<file path="src/rtl/sar_seq_pkg.sv">
package sar_seq_pkg;

  typedef enum logic [1:0] {
    SEQ_IDLE  = 2'd0,
    SEQ_ACQ   = 2'd1,
    SEQ_CONV  = 2'd2,
    SEQ_RECOV = 2'd3
  } seq_state_t;

  localparam int unsigned ACQ_TAD_MAX = 20;

  // TAD periods of automatic acquisition for each 3-bit code
  function automatic int unsigned acq_tad_count(input logic [2:0] code);
    case (code)
      3'd0:    return 0;
      3'd1:    return 2;
      3'd2:    return 4;
      3'd3:    return 6;
      3'd4:    return 8;
      3'd5:    return 12;
      3'd6:    return 16;
      default: return ACQ_TAD_MAX;
    endcase
  endfunction

endpackage

</file>
<file path="src/rtl/sar_seq_ctrl.sv">
module sar_seq_ctrl
  import sar_seq_pkg::*;
#(
  parameter int RES_W   = 10,
  parameter int REC_TAD = 2,
  parameter int CNT_W   = 5
) (
  input  logic             clk,
  input  logic             rst_n,
  input  logic             enable,
  input  logic             tad_tick,
  input  logic             go_set,
  input  logic             go_clr,
  input  logic [2:0]       acq_code,
  output logic             go_bit,
  output logic             sample_hold,
  output logic             ev_step,
  output logic             ev_start_conv,
  output logic             ev_done,
  output logic             ev_abort,
  output logic [CNT_W-1:0] step_idx
);

  localparam logic [CNT_W-1:0] LAST_STEP = CNT_W'(RES_W);
  localparam logic [CNT_W-1:0] REC_LEN   = CNT_W'(REC_TAD);

  seq_state_t       state_q, state_d;
  logic [CNT_W-1:0] cnt_q, cnt_d;
  logic             pend_q, pend_d;
  logic             en_q;
  logic             go_ok;
  logic [CNT_W-1:0] start_len;

  // a request is only taken once the enable has been high for a cycle
  assign go_ok     = go_set & enable & en_q & ~go_clr;
  assign start_len = CNT_W'(acq_tad_count(acq_code));

  always_comb begin
    state_d  = state_q;
    cnt_d    = cnt_q;
    pend_d   = pend_q;
    ev_done  = 1'b0;
    ev_abort = 1'b0;
    if (!enable) begin
      state_d = SEQ_IDLE;
      cnt_d   = '0;
      pend_d  = 1'b0;
    end else begin
      case (state_q)
        SEQ_IDLE: begin
          if (go_ok) begin
            state_d = (start_len == '0) ? SEQ_CONV : SEQ_ACQ;
            cnt_d   = start_len;
          end
        end
        SEQ_ACQ: begin
          if (go_clr) begin
            ev_abort = 1'b1;
            state_d  = SEQ_RECOV;
            cnt_d    = REC_LEN;
          end else if (tad_tick) begin
            if (cnt_q == CNT_W'(1)) begin
              state_d = SEQ_CONV;
              cnt_d   = '0;
            end else begin
              cnt_d = cnt_q - CNT_W'(1);
            end
          end
        end
        SEQ_CONV: begin
          if (go_clr) begin
            ev_abort = 1'b1;
            state_d  = SEQ_RECOV;
            cnt_d    = REC_LEN;
          end else if (tad_tick) begin
            if (cnt_q == LAST_STEP) begin
              ev_done = 1'b1;
              state_d = SEQ_RECOV;
              cnt_d   = REC_LEN;
            end else begin
              cnt_d = cnt_q + CNT_W'(1);
            end
          end
        end
        default: begin
          if (go_clr)     pend_d = 1'b0;
          else if (go_ok) pend_d = 1'b1;
          if (tad_tick) begin
            if (cnt_q == CNT_W'(1)) begin
              if (pend_d) begin
                state_d = (start_len == '0) ? SEQ_CONV : SEQ_ACQ;
                cnt_d   = start_len;
                pend_d  = 1'b0;
              end else begin
                state_d = SEQ_IDLE;
                cnt_d   = '0;
              end
            end else begin
              cnt_d = cnt_q - CNT_W'(1);
            end
          end
        end
      endcase
    end
  end

  always_ff @(posedge clk or negedge rst_n) begin
    if (!rst_n) begin
      state_q <= SEQ_IDLE;
      cnt_q   <= '0;
      pend_q  <= 1'b0;
      en_q    <= 1'b0;
    end else begin
      state_q <= state_d;
      cnt_q   <= cnt_d;
      pend_q  <= pend_d;
      en_q    <= enable;
    end
  end

  assign ev_step       = enable & (state_q == SEQ_CONV) & tad_tick & ~go_clr;
  assign ev_start_conv = (state_d == SEQ_CONV) & (state_q != SEQ_CONV);
  assign step_idx      = cnt_q;
  assign go_bit        = (state_q == SEQ_ACQ) | (state_q == SEQ_CONV) | pend_q;
  assign sample_hold   = (state_q != SEQ_CONV);

  // GO reads low right after a completion
  p_go_drop_on_done_r6: assert property (@(posedge clk) disable iff (!rst_n)
    ev_done |=> !go_bit);

  // abort reconnects the capacitor and drops GO
  p_abort_release_r8: assert property (@(posedge clk) disable iff (!rst_n)
    ev_abort |=> (sample_hold && !go_bit));

  // the recovery gap only ends on a tick
  p_recov_hold_r9: assert property (@(posedge clk) disable iff (!rst_n)
    (enable && state_q == SEQ_RECOV && !tad_tick) |=> (state_q == SEQ_RECOV));

  // disabled sequencer is idle
  p_idle_when_off_r11: assert property (@(posedge clk) disable iff (!rst_n)
    !enable |=> (!go_bit && sample_hold));

  // conversion step counter never passes the last bit
  p_step_bound_r4: assert property (@(posedge clk) disable iff (!rst_n)
    (state_q == SEQ_CONV) |-> (cnt_q <= LAST_STEP));

endmodule

</file>
<file path="src/rtl/sar_approx_reg.sv">
module sar_approx_reg #(
  parameter int RES_W = 10,
  parameter int CNT_W = 5
) (
  input  logic             clk,
  input  logic             rst_n,
  input  logic             ev_start_conv,
  input  logic             ev_step,
  input  logic [CNT_W-1:0] step_idx,
  input  logic             cmp_in,
  output logic [RES_W-1:0] trial,
  output logic [RES_W-1:0] final_code
);

  // step idx resolves bit RES_W-idx with the comparator and sets the bit below it
  function automatic logic [RES_W-1:0] trial_next(input logic [RES_W-1:0] code,
                                                  input int idx, input logic cmp);
    logic [RES_W-1:0] r;
    int b;
    r = code;
    b = RES_W - idx;
    for (int i = 0; i < RES_W; i++) begin
      if (i == b)     r[i] = cmp;
      if (i == b - 1) r[i] = 1'b1;
    end
    return r;
  endfunction

  always_ff @(posedge clk or negedge rst_n) begin
    if (!rst_n)             trial <= '0;
    else if (ev_start_conv) trial <= '0;
    else if (ev_step)       trial <= trial_next(trial, int'(step_idx), cmp_in);
  end

  assign final_code = trial_next(trial, RES_W, cmp_in);

  // first conversion tick raises only the top trial bit
  p_first_trial_r5: assert property (@(posedge clk) disable iff (!rst_n)
    (ev_step && step_idx == '0) |=> (trial == RES_W'(1) << (RES_W - 1)));

  // the trial register starts every conversion from zero
  p_trial_clear_r5: assert property (@(posedge clk) disable iff (!rst_n)
    ev_start_conv |=> (trial == '0));

endmodule

</file>
<file path="src/rtl/sar_result_regs.sv">
module sar_result_regs #(
  parameter int RES_W = 10,
  parameter int REG_W = 8
) (
  input  logic             clk,
  input  logic             rst_n,
  input  logic             ev_done,
  input  logic             ev_abort,
  input  logic [RES_W-1:0] final_code,
  input  logic             left_just,
  input  logic             res_wr,
  input  logic [REG_W-1:0] wr_hi,
  input  logic [REG_W-1:0] wr_lo,
  input  logic             flag_clr,
  output logic [REG_W-1:0] res_hi,
  output logic [REG_W-1:0] res_lo,
  output logic             done_flag
);

  localparam int PAIR_W = 2 * REG_W;
  localparam int PAD    = PAIR_W - RES_W;

  function automatic logic [PAIR_W-1:0] pack_result(input logic [RES_W-1:0] r,
                                                    input logic lj);
    logic [PAIR_W-1:0] w;
    w = PAIR_W'(r);
    if (lj) w = w << PAD;
    return w;
  endfunction

  always_ff @(posedge clk or negedge rst_n) begin
    if (!rst_n) begin
      res_hi <= '0;
      res_lo <= '0;
    end else if (ev_done) begin
      {res_hi, res_lo} <= pack_result(final_code, left_just);
    end else if (res_wr) begin
      res_hi <= wr_hi;
      res_lo <= wr_lo;
    end
  end

  always_ff @(posedge clk or negedge rst_n) begin
    if (!rst_n)        done_flag <= 1'b0;
    else if (ev_done)  done_flag <= 1'b1;
    else if (flag_clr) done_flag <= 1'b0;
  end

  // completion raises the flag even against a clear strobe
  p_flag_set_r10: assert property (@(posedge clk) disable iff (!rst_n)
    ev_done |=> done_flag);

  // flag only falls by the clear strobe
  p_flag_sticky_r10: assert property (@(posedge clk) disable iff (!rst_n)
    (done_flag && !flag_clr) |=> done_flag);

  // an abort leaves the result pair alone
  p_keep_on_abort_r8: assert property (@(posedge clk) disable iff (!rst_n)
    (ev_abort && !res_wr) |=> ($stable(res_hi) && $stable(res_lo)));

  // a software write lands when no completion competes
  p_sw_write_r12: assert property (@(posedge clk) disable iff (!rst_n)
    (res_wr && !ev_done) |=> (res_hi == $past(wr_hi) && res_lo == $past(wr_lo)));

endmodule

</file>
<file path="src/rtl/sar_conv_seq.sv">
module sar_conv_seq
  import sar_seq_pkg::*;
#(
  parameter int RES_W   = 10,
  parameter int REG_W   = 8,
  parameter int REC_TAD = 2
) (
  input  logic             clk,
  input  logic             rst_n,
  input  logic             enable,
  input  logic             tad_tick,
  input  logic             go_set,
  input  logic             go_clr,
  input  logic [2:0]       acq_code,
  input  logic             left_just,
  input  logic             flag_clr,
  input  logic             res_wr,
  input  logic [REG_W-1:0] res_wr_hi,
  input  logic [REG_W-1:0] res_wr_lo,
  input  logic             cmp_in,
  output logic             go_bit,
  output logic             sample_hold,
  output logic [RES_W-1:0] dac_code,
  output logic [REG_W-1:0] res_hi,
  output logic [REG_W-1:0] res_lo,
  output logic             done_flag
);

  localparam int CNT_MAX_A = (int'(ACQ_TAD_MAX) > RES_W) ? int'(ACQ_TAD_MAX) : RES_W;
  localparam int CNT_MAX   = (CNT_MAX_A > REC_TAD) ? CNT_MAX_A : REC_TAD;
  localparam int CNT_W     = $clog2(CNT_MAX + 1);

  logic             ev_step, ev_start_conv, ev_done, ev_abort;
  logic [CNT_W-1:0] step_idx;
  logic [RES_W-1:0] final_code;

  sar_seq_ctrl #(.RES_W(RES_W), .REC_TAD(REC_TAD), .CNT_W(CNT_W)) u_ctrl (
    .clk(clk), .rst_n(rst_n), .enable(enable), .tad_tick(tad_tick),
    .go_set(go_set), .go_clr(go_clr), .acq_code(acq_code),
    .go_bit(go_bit), .sample_hold(sample_hold), .ev_step(ev_step),
    .ev_start_conv(ev_start_conv), .ev_done(ev_done), .ev_abort(ev_abort),
    .step_idx(step_idx)
  );

  sar_approx_reg #(.RES_W(RES_W), .CNT_W(CNT_W)) u_sar (
    .clk(clk), .rst_n(rst_n), .ev_start_conv(ev_start_conv), .ev_step(ev_step),
    .step_idx(step_idx), .cmp_in(cmp_in), .trial(dac_code), .final_code(final_code)
  );

  sar_result_regs #(.RES_W(RES_W), .REG_W(REG_W)) u_res (
    .clk(clk), .rst_n(rst_n), .ev_done(ev_done), .ev_abort(ev_abort),
    .final_code(final_code), .left_just(left_just), .res_wr(res_wr),
    .wr_hi(res_wr_hi), .wr_lo(res_wr_lo), .flag_clr(flag_clr),
    .res_hi(res_hi), .res_lo(res_lo), .done_flag(done_flag)
  );

endmodule

</file>
<file path="config.mk">
export PLATFORM = sky130hd
export DESIGN_NAME = sar_conv_seq
export DESIGN_NICKNAME = d
export VERILOG_FILES = /design/src/rtl/sar_seq_pkg.sv /design/src/rtl/sar_seq_ctrl.sv /design/src/rtl/sar_approx_reg.sv /design/src/rtl/sar_result_regs.sv /design/src/rtl/sar_conv_seq.sv
export SDC_FILE = /design/constraint.sdc
export NUM_CORES = 1
export LEC_CHECK = 0
export BUFFER_PORTS_ARGS = -buffer_cell sky130_fd_sc_hd__buf_4
export CAP_MARGIN = 20
export CORE_MARGIN = 2
export CORE_UTILIZATION = 32
export DETAILED_ROUTE_END_ITERATION = 16
export GPL_ROUTABILITY_DRIVEN = 0
export MAX_ROUTING_LAYER = met4
export PLACE_DENSITY_LB_ADDON = 0.05
export SLEW_MARGIN = 10
export SYNTH_ARGS = -nofsm -noshare
export SYNTH_HDL_FRONTEND = slang
export SYNTH_SLANG_ARGS = --single-unit
</file>
<file path="constraint.sdc">
create_clock -name clk -period 4.8 [get_ports clk]
set_input_delay 0.48 -clock clk [delete_from_list [all_inputs] [get_ports clk]]
set_output_delay 0.48 -clock clk [all_outputs]
set_load 0.005 [all_outputs]
</file>
Word-level counts from Yosys, hierarchy flattened --
Cells that the tools add are included.
Word-level totals: flip-flop bits (word level) 36, output and inout bits 29
Cells by class: $add $sub $neg 4, eq/ne operators 35, multiplexer cells 68, bitwise gates (word level) 10, reduce and logical (&&, ||, !) cells 30
Operators with widths (count):
- 4-bit by 32-bit equality test with 1-bit output, first input constant | 8
- 3-bit by 32-bit equality test with 1-bit output, first input constant | 4
- 5-bit by 32-bit equality test with 1-bit output, first input constant | 4
- 2-bit by 32-bit equality test with 1-bit output, first input constant | 2
- 32-bit logical NOT | 2
- 5-bit two-way mux | 11
- 1-bit two-way mux | 35
- 5-bit case mux with 7 select lines | 1
- 8-bit two-way mux | 4
- 32-bit by 2-bit subtractor with 32-bit output, second input constant | 1
- 3-bit nonzero test | 10
- 2-bit two-way mux | 12
- 10-bit two-way mux | 2
- 2-bit AND reduction | 10
- 16-bit two-way mux | 1
- 5-bit case mux with 3 select lines | 1
- 3-bit equality test, second input constant | 3
- 4-bit != test, second input constant | 2
- 1-bit bitwise AND | 7
- 3-bit by 2-bit equality test with 1-bit output, second input constant | 2
- 2-bit case mux with 3 select lines | 1
- 2-bit nonzero test | 3
- 4-bit by 5-bit subtractor with 6-bit output, first input constant | 1
- 5-bit by 1-bit adder with 5-bit output, second input constant | 1
- 16 further kinds | 19

Logic depth before layout (Yosys ltp) --
depth in word-level cells 16, mapped depth 14, depth with buffers taken out 13

Cells and area by module --
A second synthesis with hierarchy kept.
Second synthesis, totals: cell total of the unflattened synthesis 314, area total of the unflattened synthesis 3009.1 µm²
Modules (own cells, without submodules):
- sar_seq_ctrl | times used 1, cells each 125, area an instance 1087.3 µm², sequential area each 225.2 µm²
- sar_approx_reg | times used 1, cells each 121, area an instance 1073.5 µm², sequential area each 250.2 µm²
- sar_result_regs | times used 1, cells each 68, area an instance 848.3 µm², sequential area each 425.4 µm²

Worst setup path before layout --
OpenSTA, ideal clock, no wires.
path kind reg-to-reg, start register u_ctrl.cnt_q[2] (netlist: u_ctrl.step_idx[2]), end register u_sar.trial[1], data arrival time 3.449 ns, required time 4.722 ns, setup slack 1.274 ns, cell stages (with the launch flop) 14, buffers on the path 1, period minus slack after synthesis 3.526 ns, cells stage by stage dfrtp_1 -> buf_4 -> inv_1 -> ha_1 -> nor2b_1 -> or3_1 -> o22ai_2 -> nand3_1 -> ha_1 -> nor4_1 -> nand3_1 -> or4_1 -> o41a_1 -> a21oi_1
Between the ends: word-level cells in the longest chain between the ends 10, elaborated cells on any way between the ends 24, classes of those cells add/sub: 2; eq/ne: 5; mux: 13; bitwise: 1; reduce/logical: 3
Ends and longest elaborated chain:
- start, declared | line sar_seq_ctrl.sv:28 | logic [CNT_W-1:0] cnt_q, cnt_d;
- start signal, assigned | line sar_seq_ctrl.sv:115 | cnt_q <= cnt_d;
- parallel branches: the longest is 10 deep, another holds 32-bit by 2-bit subtractor with 32-bit output
- end signal, assigned | line sar_approx_reg.sv:32 | else if (ev_step) trial <= trial_next(trial, int'(step_idx), cmp_in);
- end, declared | line sar_approx_reg.sv:11 | output logic [RES_W-1:0] trial,
Parallel ways; which one is timed is not known. The select of a mux whose other input is x is not followed. A chain may end at the register's enable or synchronous reset.

Worst setup path in the final report --
start register u_ctrl.cnt_q[2] (netlist: u_ctrl.step_idx[2]), end register u_sar.trial[9]
Between the ends: word-level cells in the longest chain between the ends 10, elaborated cells on any way between the ends 24, classes of those cells add/sub: 2; eq/ne: 5; mux: 13; bitwise: 1; reduce/logical: 3
Ends and longest elaborated chain:
- parallel branches: the longest is 10 deep, another holds 32-bit by 2-bit subtractor with 32-bit output
Parallel ways; which one is timed is not known. The select of a mux whose other input is x is not followed.

==> results.sh <==
export IMPL_grt_setup_unrepaired="false"
export IMPL_dpl_hpwl_um=6320
export IMPL_port_buffers=57
export IMPL_fin_skew_ns=0.00667
export IMPL_r2r_cells=12
export IMPL_synth_edff_count=0
export IMPL_fin_crit_ns=4.37
export IMPL_initial_core_util_pct=33.1
export IMPL_yosysMostFrequentCell="dfrtp_1"
export IMPL_htree_levels=2
export IMPL_yosysTopAreaCell="dfrtp_1"
export IMPL_final_nets=453
export IMPL_reg2reg_setup_slack_ns=0.43
export IMPL_slew_headroom_pct=31.0
export IMPL_synth_area_leaders="dfrtp_1 29%, ha_1 9.0%, mux2i_1 7.8%"
export IMPL_drv_cap=0
export IMPL_die_h_um=102
export IMPL_antenna_left=0
export IMPL_clockRootBuffer="clkbuf_8"
export IMPL_clock_latency_ns=0.29
export IMPL_placementRows=35
export IMPL_cts_resized=0
export IMPL_synth_seq_cells=36
export IMPL_finalCritPeriodShare_pct=90.9
export IMPL_min_path_type="input port to asynchronous set/reset pin"
export IMPL_path_max_fanout=17
export IMPL_finalWorstSetupSlack_ns=0.434
export IMPL_ys_top_cells_by_count="36 x dfrtp_1, 34 x a21oi_1, 24 x mux2i_1, 22 x ha_1, 22 x nand2_1"
export IMPL_synthCells=358
export IMPL_coreArea_um2=9280
export IMPL_gr_usage_all_layers_pct=17.8
export IMPL_pre_cts_ws_ns=0.585
export IMPL_crit_buf_inv=1
export IMPL_ys_warn_count=0
export IMPL_antennaDiodeCount=0
export IMPL_synth_distinct_cells=56
export IMPL_dr_pass1_iters=4
export IMPL_async_reset_ff_share_pct=100
export IMPL_ir_drop_uv=121
export IMPL_avgRoutedWirePerCell_um=16.1
export IMPL_arrival_ns=4.57
export IMPL_synth_area_um2=3070
export IMPL_cpLargestDelayFamily="simple AND/OR/NAND/NOR gates"
export IMPL_antenna_found_initial=0
export IMPL_grt_overflow=0
export IMPL_clk_pin_slew_ns=0.08
export IMPL_critPathRequiredTime_ns=5.00
export IMPL_critical_path_endpoint_type="flop"
export IMPL_grt_first_pass_wirelength_um=14500
export IMPL_post_cts_setup_buffers=0
export IMPL_outcome="completed"
export IMPL_layout_cells_non_filler=532
export IMPL_hold_viol=0
export IMPL_slowest_stage="nor4_1"
export IMPL_power_leakage_uw=0.00162
export IMPL_grt_pass1_vias=2819
export IMPL_critPathLaunchType="flop"
export IMPL_drive_gt1_share_pct=20.1
export IMPL_drc=0
export IMPL_via_per_inst=5.37
export IMPL_tns_ns=0
export IMPL_clockBufferDepth=2
export IMPL_totalWireLength_um=8550
export IMPL_cts_inserted_buffers=5
export IMPL_finalMaxSlewViolations=0
export IMPL_slowest_delay_ns=0.73
export IMPL_timing_rr_start="u_ctrl.step_idx[2]$_DFFE_PN0P_"
export IMPL_dp_cells=524
export IMPL_crit_type="flop to flop"
export IMPL_ioPinCount=58
export IMPL_cts_sinks=36
export IMPL_setup_viol=0
export IMPL_cts_tree="done"
export IMPL_synthFlopType="dfrtp_1"
export IMPL_max_slew_worst_pin_slew_ns=1.03
export IMPL_power_density_nw_per_um2=404
export IMPL_yosysSeqAreaShare_pct=29.3
export IMPL_drt_iter0_drc=141
export IMPL_r2r_end="u_sar.trial[9]$_DFFE_PN0P_"
export IMPL_cts_hold_buf=0
export IMPL_synth_top_area_share_pct=29.3
export IMPL_syn_to_final_growth_pct=20.2
export IMPL_synth_nets=409
export IMPL_die_w_um=102
export IMPL_syn_area_per_cell_um2=8.58
export IMPL_vias=2857
export IMPL_grt_max_degree=37
export IMPL_fmax_ghz=0.229
export IMPL_worstPathCellList="inv_1, ha_1, nor2b_1, or3_1, o22ai_2, nand3_1, ha_1, nor4_1, nand3_1, a2111oi_0, nor3_1, nor3_1"
export IMPL_dieArea_um2=10400
-- cell families after synthesis --
family | count (synthesis) | share of synthesized area, %
adder cells (fa/ha/maj) | 22 | 8.96
AND/OR/NAND/NOR | 130 | 23.7
multiplexers | 28 | 9.29
AO/OA/AOI/OAI | 95 | 21.0
flip-flops | 36 | 29.3
buffers and inverters | 38 | 5.17
XOR/XNOR | 9 | 2.57
-- cell usage in the layout, fill, tap and decap left out, types with 6 or more instances in the layout --
master	Yosys	final
o21ai_0	10	10
nand4_1	9	9
nor3_1	8	8
a211oi_1	12	12
mux2i_1	24	24
nand2_1	22	22
ha_1	22	22
o221ai_1	6	6
inv_1	14	14
a31oi_1	6	6
nand2b_1	6	6
a21oi_1	34	34
and2_1	6	6
buf_4	2	60
dfrtp_1	36	36
nor2b_1	9	9
nand3_1	21	21
nor2_1	20	20
-- flip-flops by register name, indices dropped and copies added, names as in the netlist --
name,count
u_res.done_flag,1
u_res.res_hi,8
u_ctrl.pend_q,1
u_ctrl.state_q,2
u_sar.trial,10
u_ctrl.step_idx,5
u_res.res_lo,8
u_ctrl.en_q,1
-- through the flow --
stage | total power (µW) | area, µm² | hold WS (ns) | utilization [%]
floorplan | 988 | 3070 | 0.184 | -
global placement | 1220 | 3580 | 0.486 | 38.6
detailed placement | 1210 | 3580 | 0.485 | 38.6
CTS | 1500 | 3690 | 0.167 | 39.8
global route | 1620 | 3690 | 0.177 | 39.8
finish | 1490 | 3690 | 0.153 | 39.8
-- metal layers --
layer  global-route usage [%]  vias up  share of wire [%]
met2                     28.0       67                 46
li1                         -     1421                  -
met1                     25.0     1365                 49
met5                        -        -                  0
met3                     1.71        4                3.7
met4                     3.79        0               0.87
-- where the power goes --
part | internal, µW | switching [µW] | total (µW)
registers | 332 | 50.4 | 383
logic | 332 | 503 | 835
clock network | 154 | 119 | 273
total | 818 | 673 | 1490
-- worst max path at each step --
stage                                  to  cells after the start  slack [ns]                           start
6_report       u_sar.trial[9]$_DFFE_PN0P_                     12        0.43  u_ctrl.step_idx[2]$_DFFE_PN0P_
2_1_floorplan  u_sar.trial[1]$_DFFE_PN0P_                     13        1.27  u_ctrl.step_idx[2]$_DFFE_PN0P_
3_5_place_dp   u_sar.trial[1]$_DFFE_PN0P_                     12        0.58  u_ctrl.step_idx[2]$_DFFE_PN0P_
3_3_place_gp   u_sar.trial[1]$_DFFE_PN0P_                     12        0.79  u_ctrl.step_idx[2]$_DFFE_PN0P_
4_1_cts        u_sar.trial[1]$_DFFE_PN0P_                     12        0.54  u_ctrl.step_idx[2]$_DFFE_PN0P_
5_1_grt        u_sar.trial[9]$_DFFE_PN0P_                     12       0.009  u_ctrl.step_idx[2]$_DFFE_PN0P_
-- final cells by class --
| class | instances | area (µm²) |
|---|---|---|
| Clock inverter | 3 | 42.5 |
| Inverter | 15 | 56.3 |
| Multi-Input combinational cell | 284 | 2010 |
| Sequential cell | 36 | 901 |
| Clock buffer | 5 | 68.8 |
| Tap cell | 129 | 161 |
| Timing Repair Buffer | 60 | 450 |
| Fill cell | 1005 | 5590 |
Note: power is estimated with default switching activity, not from simulation.
